**src/rtl/pxfmt_pkg.sv**
```systemverilog
package pxfmt_pkg;
  localparam int CH_W    = 8;
  localparam int N_CH    = 3;
  localparam int PIX_W   = CH_W * N_CH;
  localparam int IDX15_W = 5;
  localparam int CFG_W   = 4;

  typedef enum logic [2:0] {
    FMT_DIRECT   = 3'd0,
    FMT_IDX_R    = 3'd1,
    FMT_IDX_G    = 3'd2,
    FMT_IDX_B    = 3'd3,
    FMT_PACK_RGB = 3'd4,
    FMT_PACK_RG  = 3'd5
  } fmt_e;

  typedef struct packed {
    logic [CH_W-1:0] r;
    logic [CH_W-1:0] g;
    logic [CH_W-1:0] b;
  } rgb_t;

  // cfg[0] = packing variant, cfg[1] = direct qualifier, cfg[3:2] = channel code
  function automatic fmt_e decode_fmt(input logic [CFG_W-1:0] cfg);
    fmt_e f;
    unique case (cfg[3:2])
      2'b00:   f = FMT_IDX_R;
      2'b01:   f = FMT_IDX_G;
      2'b10:   f = FMT_IDX_B;
      default: begin
        if (cfg[1])      f = FMT_DIRECT;
        else if (cfg[0]) f = FMT_PACK_RG;
        else             f = FMT_PACK_RGB;
      end
    endcase
    return f;
  endfunction
endpackage

```
**src/rtl/pxfmt_capture.sv**
```systemverilog
module pxfmt_capture
  import pxfmt_pkg::*;
#(
  parameter int PS_W = 2
) (
  input  logic             clk,
  input  logic             rst_n,
  input  logic             load_i,
  input  logic             mux2_i,
  input  logic [PIX_W-1:0] pix_a_i,
  input  logic [PIX_W-1:0] pix_b_i,
  input  logic [PS_W-1:0]  ps_a_i,
  input  logic [PS_W-1:0]  ps_b_i,
  input  logic             sync_i,
  input  logic             blank_i,
  output rgb_t             cur_pix_o,
  output logic [PS_W-1:0]  cur_ps_o,
  output logic             cur_sync_o,
  output logic             cur_blank_o
);
  rgb_t            a_q, a_d, b_q, b_d;
  logic [PS_W-1:0] psa_q, psa_d, psb_q, psb_d;
  logic            sync_q, sync_d, blank_q, blank_d;
  logic            selb_q, selb_d;

  always_comb begin
    a_d     = a_q;
    b_d     = b_q;
    psa_d   = psa_q;
    psb_d   = psb_q;
    sync_d  = sync_q;
    blank_d = blank_q;
    selb_d  = mux2_i ? 1'b1 : 1'b0;
    if (load_i) begin
      a_d     = rgb_t'(pix_a_i);
      b_d     = rgb_t'(pix_b_i);
      psa_d   = ps_a_i;
      psb_d   = ps_b_i;
      sync_d  = sync_i;
      blank_d = blank_i;
      selb_d  = 1'b0;
    end
  end

  always_ff @(posedge clk or negedge rst_n) begin
    if (!rst_n) begin
      a_q     <= '0;
      b_q     <= '0;
      psa_q   <= '0;
      psb_q   <= '0;
      sync_q  <= 1'b0;
      blank_q <= 1'b0;
      selb_q  <= 1'b0;
    end else begin
      a_q     <= a_d;
      b_q     <= b_d;
      psa_q   <= psa_d;
      psb_q   <= psb_d;
      sync_q  <= sync_d;
      blank_q <= blank_d;
      selb_q  <= selb_d;
    end
  end

  assign cur_pix_o   = selb_q ? b_q : a_q;
  assign cur_ps_o    = selb_q ? psb_q : psa_q;
  assign cur_sync_o  = sync_q;
  assign cur_blank_o = blank_q;
endmodule

```
**src/rtl/pxfmt_map.sv**
```systemverilog
module pxfmt_map
  import pxfmt_pkg::*;
(
  input  fmt_e fmt_i,
  input  rgb_t pix_i,
  output rgb_t addr_o
);
  localparam int PAD_W = CH_W - IDX15_W;

  logic [N_CH-1:0][CH_W-1:0] chans;
  logic [N_CH-1:0][CH_W-1:0] pack_rgb;
  rgb_t                      pack_rg;

  assign chans = pix_i;

  // top five bits of every channel, each landing in its own channel
  for (genvar i = 0; i < N_CH; i++) begin : g_pack
    assign pack_rgb[i] = {{PAD_W{1'b0}}, chans[i][CH_W-1 -: IDX15_W]};
  end

  // fifteen bits from red[7:0] and green[6:0], split five per channel
  logic [3*IDX15_W-1:0] rg_bits;
  assign rg_bits   = {pix_i.r, pix_i.g[3*IDX15_W-CH_W-1:0]};
  assign pack_rg.r = {{PAD_W{1'b0}}, rg_bits[3*IDX15_W-1 -: IDX15_W]};
  assign pack_rg.g = {{PAD_W{1'b0}}, rg_bits[2*IDX15_W-1 -: IDX15_W]};
  assign pack_rg.b = {{PAD_W{1'b0}}, rg_bits[IDX15_W-1:0]};

  always_comb begin
    unique case (fmt_i)
      FMT_DIRECT:   addr_o = pix_i;
      FMT_IDX_R:    addr_o = '{r: pix_i.r, g: pix_i.r, b: pix_i.r};
      FMT_IDX_G:    addr_o = '{r: pix_i.g, g: pix_i.g, b: pix_i.g};
      FMT_IDX_B:    addr_o = '{r: pix_i.b, g: pix_i.b, b: pix_i.b};
      FMT_PACK_RGB: addr_o = rgb_t'(pack_rgb);
      FMT_PACK_RG:  addr_o = pack_rg;
      default:      addr_o = '0;
    endcase
  end
endmodule

```
**src/rtl/pxfmt_out.sv**
```systemverilog
module pxfmt_out
  import pxfmt_pkg::*;
#(
  parameter int PS_W = 2
) (
  input  logic            clk,
  input  logic            rst_n,
  input  rgb_t            addr_i,
  input  logic [PS_W-1:0] ps_i,
  input  logic [PS_W-1:0] pal_code_i,
  input  logic            sync_i,
  input  logic            blank_i,
  input  logic            wide_i,
  input  logic            sog_en_i,
  input  logic            sync_out_en_i,
  output rgb_t            addr_o,
  output logic            en_o,
  output logic            wide_o,
  output logic            blank_o,
  output logic            sog_o,
  output logic            sync_o
);
  rgb_t addr_d;
  logic en_d, sog_d, syo_d;

  always_comb begin
    en_d   = (ps_i == pal_code_i);
    addr_d = en_d ? addr_i : '0;
    sog_d  = sync_i & sog_en_i;
    syo_d  = sync_i & sync_out_en_i;
  end

  always_ff @(posedge clk or negedge rst_n) begin
    if (!rst_n) begin
      addr_o  <= '0;
      en_o    <= 1'b0;
      wide_o  <= 1'b0;
      blank_o <= 1'b0;
      sog_o   <= 1'b0;
      sync_o  <= 1'b0;
    end else begin
      addr_o  <= addr_d;
      en_o    <= en_d;
      wide_o  <= wide_i;
      blank_o <= blank_i;
      sog_o   <= sog_d;
      sync_o  <= syo_d;
    end
  end
endmodule

```
**src/rtl/pxfmt_top.sv**
```systemverilog
module pxfmt_top
  import pxfmt_pkg::*;
#(
  parameter int PS_W = 2
) (
  input  logic             clk,
  input  logic             rst_n,
  input  logic             load_i,
  input  logic             mux2_i,
  input  logic [CFG_W-1:0] fmt_cfg_i,
  input  logic             wide_i,
  input  logic [PS_W-1:0]  pal_code_i,
  input  logic             sog_en_i,
  input  logic             sync_out_en_i,
  input  logic [PIX_W-1:0] pix_a_i,
  input  logic [PIX_W-1:0] pix_b_i,
  input  logic [PS_W-1:0]  psel_a_i,
  input  logic [PS_W-1:0]  psel_b_i,
  input  logic             sync_i,
  input  logic             blank_i,
  output logic [CH_W-1:0]  addr_r_o,
  output logic [CH_W-1:0]  addr_g_o,
  output logic [CH_W-1:0]  addr_b_o,
  output logic             wide_o,
  output logic             blank_o,
  output logic             sog_o,
  output logic             sync_o,
  output logic             en_o
);
  rgb_t            cur_pix, mapped, addr_q;
  logic [PS_W-1:0] cur_ps;
  logic            cur_sync, cur_blank;
  fmt_e            fmt;

  assign fmt = decode_fmt(fmt_cfg_i);

  pxfmt_capture #(.PS_W(PS_W)) u_cap (
    .clk        (clk),
    .rst_n      (rst_n),
    .load_i     (load_i),
    .mux2_i     (mux2_i),
    .pix_a_i    (pix_a_i),
    .pix_b_i    (pix_b_i),
    .ps_a_i     (psel_a_i),
    .ps_b_i     (psel_b_i),
    .sync_i     (sync_i),
    .blank_i    (blank_i),
    .cur_pix_o  (cur_pix),
    .cur_ps_o   (cur_ps),
    .cur_sync_o (cur_sync),
    .cur_blank_o(cur_blank)
  );

  pxfmt_map u_map (
    .fmt_i (fmt),
    .pix_i (cur_pix),
    .addr_o(mapped)
  );

  pxfmt_out #(.PS_W(PS_W)) u_out (
    .clk          (clk),
    .rst_n        (rst_n),
    .addr_i       (mapped),
    .ps_i         (cur_ps),
    .pal_code_i   (pal_code_i),
    .sync_i       (cur_sync),
    .blank_i      (cur_blank),
    .wide_i       (wide_i),
    .sog_en_i     (sog_en_i),
    .sync_out_en_i(sync_out_en_i),
    .addr_o       (addr_q),
    .en_o         (en_o),
    .wide_o       (wide_o),
    .blank_o      (blank_o),
    .sog_o        (sog_o),
    .sync_o       (sync_o)
  );

  assign addr_r_o = addr_q.r;
  assign addr_g_o = addr_q.g;
  assign addr_b_o = addr_q.b;
endmodule

```
**config.mk**
```make
export PLATFORM = sky130hd
export DESIGN_NAME = pxfmt_top
export DESIGN_NICKNAME = d
export VERILOG_FILES = /design/src/rtl/pxfmt_pkg.sv /design/src/rtl/pxfmt_capture.sv /design/src/rtl/pxfmt_map.sv /design/src/rtl/pxfmt_out.sv /design/src/rtl/pxfmt_top.sv
export SDC_FILE = /design/constraint.sdc
export NUM_CORES = 1
export LEC_CHECK = 0
export CAP_MARGIN = 40
export CORE_ASPECT_RATIO = 0.5
export CORE_MARGIN = 5
export CORE_UTILIZATION = 45
export DETAILED_ROUTE_END_ITERATION = 7
export GPL_TIMING_DRIVEN = 0
export PLACE_DENSITY_LB_ADDON = 0.05
export SLEW_MARGIN = 20
export SYNTH_ARGS = -nofsm -noshare
export SYNTH_HDL_FRONTEND = slang
export SYNTH_HIERARCHICAL = 1
export SYNTH_SLANG_ARGS = --single-unit
```
**constraint.sdc**
```tcl
create_clock -name clk -period 1.8 [get_ports clk]
set_input_delay 0.36 -clock clk [delete_from_list [all_inputs] [get_ports clk]]
set_output_delay 0.36 -clock clk [all_outputs]
set_load 0.02 [all_outputs]
```
==> results by group <==
Run status
  – Status: finished with violations
  – Failing checks: negative setup slack

Final layout
  – Ant. Diodes: 0
  – Share of layout cells above drive strength 1: around 40%
  – Area Overhead vs Synth: 40.6%
  – Fill count: a little over 700
  – Final net count: 522
  – Final Util: around 66%
  – Area occupied by multi-input gates: between 2000 and 2500 µm²
  – Register Area: roughly 2100 µm²

Synthesis
  – Main combinational cell family by area after synthesis: multiplexers
  – Cell area after synthesis: around 4500 µm²
  – Ys flop type: dfrtp_1
  – Complex-gate fraction of the synthesized area: around 6.5%
  – Post-synth EDFFs: 0
  – Post-Syn Instances: about 330
  – Mux share of post-synthesis cell area: ~29%
  – Synth Area in XOR/XNOR: less than 1%
  – Syn avg cell area: between 10 and 15 µm²
  – Cell variety after synth: 31
  – Syn nets: ~400
  – Synth Area in Simple Gates: 10.3%
  – Post-synth ARST share: 100%
  – Synth Register Bits: between 80 and 90
  – Adder-cell share of the synthesized area: less than 1%
  – Sequential share of the synthesized area: between 40% and 50%
  – Yosys Warn Count: 6

Clock tree
  – Clock transition at path regs: ~0.060 ns
  – Clk Latency, worst-skew pair: ~0.34 ns
  – CTS tree: built
  – CTS root buffer: clkbuf_16
  – Total CTS buffers: 9
  – CTS H-tree lvls: 3
  – Longest Clk Path Bufs: 2
  – CTS sink cnt: 84

Power
  – Combinational share of power: between 20% and 30%
  – Leak Pwr: about 2.7 nW
  – Internal power: 4.26 mW
  – Sw frac: between 20% and 30%
  – Worst VDD drop: between 0.0004 and 0.0005 V
  – Net Switching: around 1.6 mW
  – Seq pwr share: between 30% and 40%
  – Clock power frac: approximately 34%
  – Power Density: between 900 and 1000 nW/µm²

Critical path
  – FF-to-FF Start: u_cap/selb_q$_DFF_PN0_
  – Flop2flop setup slack: -0.13 ns
  – FF-to-FF End: u_out/addr_o[4]$_DFF_PN0_
  – WP data required: slightly above 2 ns
  – CP Class: register to register
  – Crit path max fanout: 6
  – Worst Path Arrival: between 2 and 2.5 ns
  – CP Capture Type: register
  – Critical Path Start Type: register
  – Reg2reg path depth: 7

Die
  – Core area: roughly 9600 µm²
  – Area of the die: 12200 µm²
  – Die Height: around 80 µm
  – Die X: roughly 150 µm
  – # rows: 25
  – Starting density of the core: 46.9%
  – I/O pins: 96

Worst hold path
  – Depth of the worst hold-timing path: 0
  – Worst Hold Path EP: u_out/blank_o$_DFF_PN0_
  – Hold Path Class: register to register
  – Worst Hold Launch: u_cap/cur_blank_o$_DFFE_PN0P_

STA
  – Final Setup Violations: 12
  – RSZ-0062 raised after global routing: true
  – F_max: roughly 0.52 GHz
  – Tcrit/Tclk final: 107%
  – Post-route setup slack: -0.126 ns
  – Hold Vio Cnt, Final: 0
  – Worst-Margin Slew: between 0.5 and 0.6 ns
  – Fin. max-slew vios: 0
  – Slew headroom: between 60% and 70%
  – Clock Skew: 0.00918 ns
  – WHS: approximately 0.39 ns
  – Min Tclk post-route: 1.93 ns

Global route
  – Total track usage: between 20% and 30%
  – Pin count of the biggest net entering global routing: a little under 50
  – Vias in the first global route: approximately 3300
  – First-pass GRT wire length: about 18000 µm
  – Antenna violations before repair: 0
  – GR Overflow Total: 0

Placed design
  – Port buffer count: 94
  – Post-DP HPWL: around 8800 µm
  – GP Congestion: roughly 0.86

Detailed routing
  – Antenna Nets Post-Route: 0
  – Drt drc: 0
  – 1st-pass router iterations: 4
  – Vias: between 3000 and 4000
  – Initial DRC count: 184
  – Average wire per standard cell: roughly 20 µm
  – Drt total wl: roughly 12000 µm
  – Vias per cell: ~5.2

Flow run
  – Max Cap Viol: 0
[state kept, by name (all words and copies together), names as in the netlist, 2 cells and up]
name          count
u_cap/a_q        24
u_cap/b_q        24
u_cap/psa_q       2
u_cap/psb_q       2
u_out/addr_o     24
[timing repair]
item	CTS	global route
hold buffers	1	0
setup buffers	7	4
cloned	1	2
endpoints found under the hold margin	26	0
setup endpoints to repair	25	25
resized for setup	26	41
pin swaps	4	6
[synthesized netlist by cell type (3+ instances only)]
cell	n	area [µm²]
mux2i_1	11	110
buf_6	9	101
and2_1	3	18.8
buf_12	5	100
a21oi_1	8	40.0
dfrtp_1	84	2100
mux2_4	54	811
a211oi_1	4	30.0
nor2_1	5	18.8
nand2_1	9	33.8
a22oi_2	5	62.6
o21ai_1	15	75.1
mux2_2	33	372
o21a_1	9	67.6
nor3_1	7	35.0
nor2b_1	11	68.8
nand3_1	8	40.0
buf_4	3	22.5
nor3b_1	22	165
buf_2	7	35.0
ha_1	3	37.5
[cells in the final DEF, fill, tap and decap left out, types with 4 or more instances in the layout]
cell | netlist | final
clkbuf_16 | 0 | 10
buf_12 | 5 | 6
o21ai_1 | 15 | 10
nor3b_1 | 22 | 11
nand2_1 | 9 | 6
mux2_2 | 33 | 20
nor3_1 | 7 | 6
buf_6 | 9 | 13
nor2_1 | 5 | 5
clkdlybuf4s50_1 | 0 | 90
a211oi_1 | 4 | 4
mux2i_1 | 11 | 11
o21a_1 | 9 | 9
nor3b_2 | 2 | 13
a22oi_2 | 5 | 5
buf_4 | 3 | 14
nor2b_1 | 11 | 10
nand3_1 | 8 | 8
a21oi_1 | 8 | 5
dfrtp_1 | 84 | 84
o21ai_2 | 0 | 5
mux2_4 | 54 | 67
[routing by layer]
layer	wire [µm]	track usage, %
met4	83	4.16
met1	5680	29.0
met3	886	6.03
met2	5160	30.7
met5	0	0
[critical path, cell delays in order (launching register included)]
cell     delay [ns]
dfrtp_1        0.37
buf_6          0.14
buf_12         0.14
mux2_4         0.33
mux2_4         0.28
a22oi_2        0.24
o21ai_2        0.12
nor3b_2        0.18
[cells by family (layout without fill, tap and decap cells)]
logic type,count (synthesis),count (layout)
flip-flops,84,84
buffers and inverters,27,152
multiplexers,98,98
AO/OA/AOI/OAI,43,43
adder cells (fa/ha/maj),3,3
AND/OR/NAND/NOR,74,74
XOR/XNOR,2,2
[power by group through the flow]
stage,Clock [mW],Combinational [mW],Sequential [mW]
floorplan,0,0.829,2.29
CTS,2.03,1.57,2.18
finish,1.98,1.69,2.18
global route,2.14,1.80,2.20
global placement,0,1.48,2.20
detailed placement,0,1.50,2.21
[how the worst max path moves through the flow]
stage	from	endpoint	slack (ns)	cells past startpoint
final	u_cap/selb_q$_DFF_PN0_	u_out/addr_o[4]$_DFF_PN0_	-0.13	7
after floorplan	fmt_cfg_i[2]	u_out/addr_o[12]$_DFF_PN0_	0.002	9
after CTS	u_cap/selb_q$_DFF_PN0_	u_out/addr_o[12]$_DFF_PN0_	-0.09	7
after detailed placement	fmt_cfg_i[2]	u_out/addr_o[9]$_DFF_PN0_	-0.82	11
after global placement	rst_n	u_cap/a_q[19]$_DFFE_PN0P_	-2.29	1
after global routing	u_cap/selb_q$_DFF_PN0_	u_out/addr_o[4]$_DFF_PN0_	-0.19	7
[per-stage QoR]
stage          setup TNS (ns)  power [mW]  worst slack (ns)  instances  area [µm²]
5_1_grt                 -1.88        6.14            -0.186        591        6310
3_5_place_dp           -15.76        3.72            -0.821        561        5620
6_report               -0.942        5.85            -0.126        591        6310
3_3_place_gp          -206.04        3.68             -2.29        560        5600
4_1_cts                -0.781        5.79           -0.0903        585        6080
2_1_floorplan               0        3.12           0.00234        331        4490
[cell type report]
type | count | area share (%)
Multi-Input combinational cell | 220 | 36.6
Sequential cell | 84 | 33.3
Timing Repair Buffer | 110 | 17.7
Buffer | 25 | 4.46
Clock buffer | 10 | 3.79
Tap cell | 135 | 2.68
Clock inverter | 5 | 1.35
Inverter | 2 | 0.119
Power figures use the tool's default switching activity.
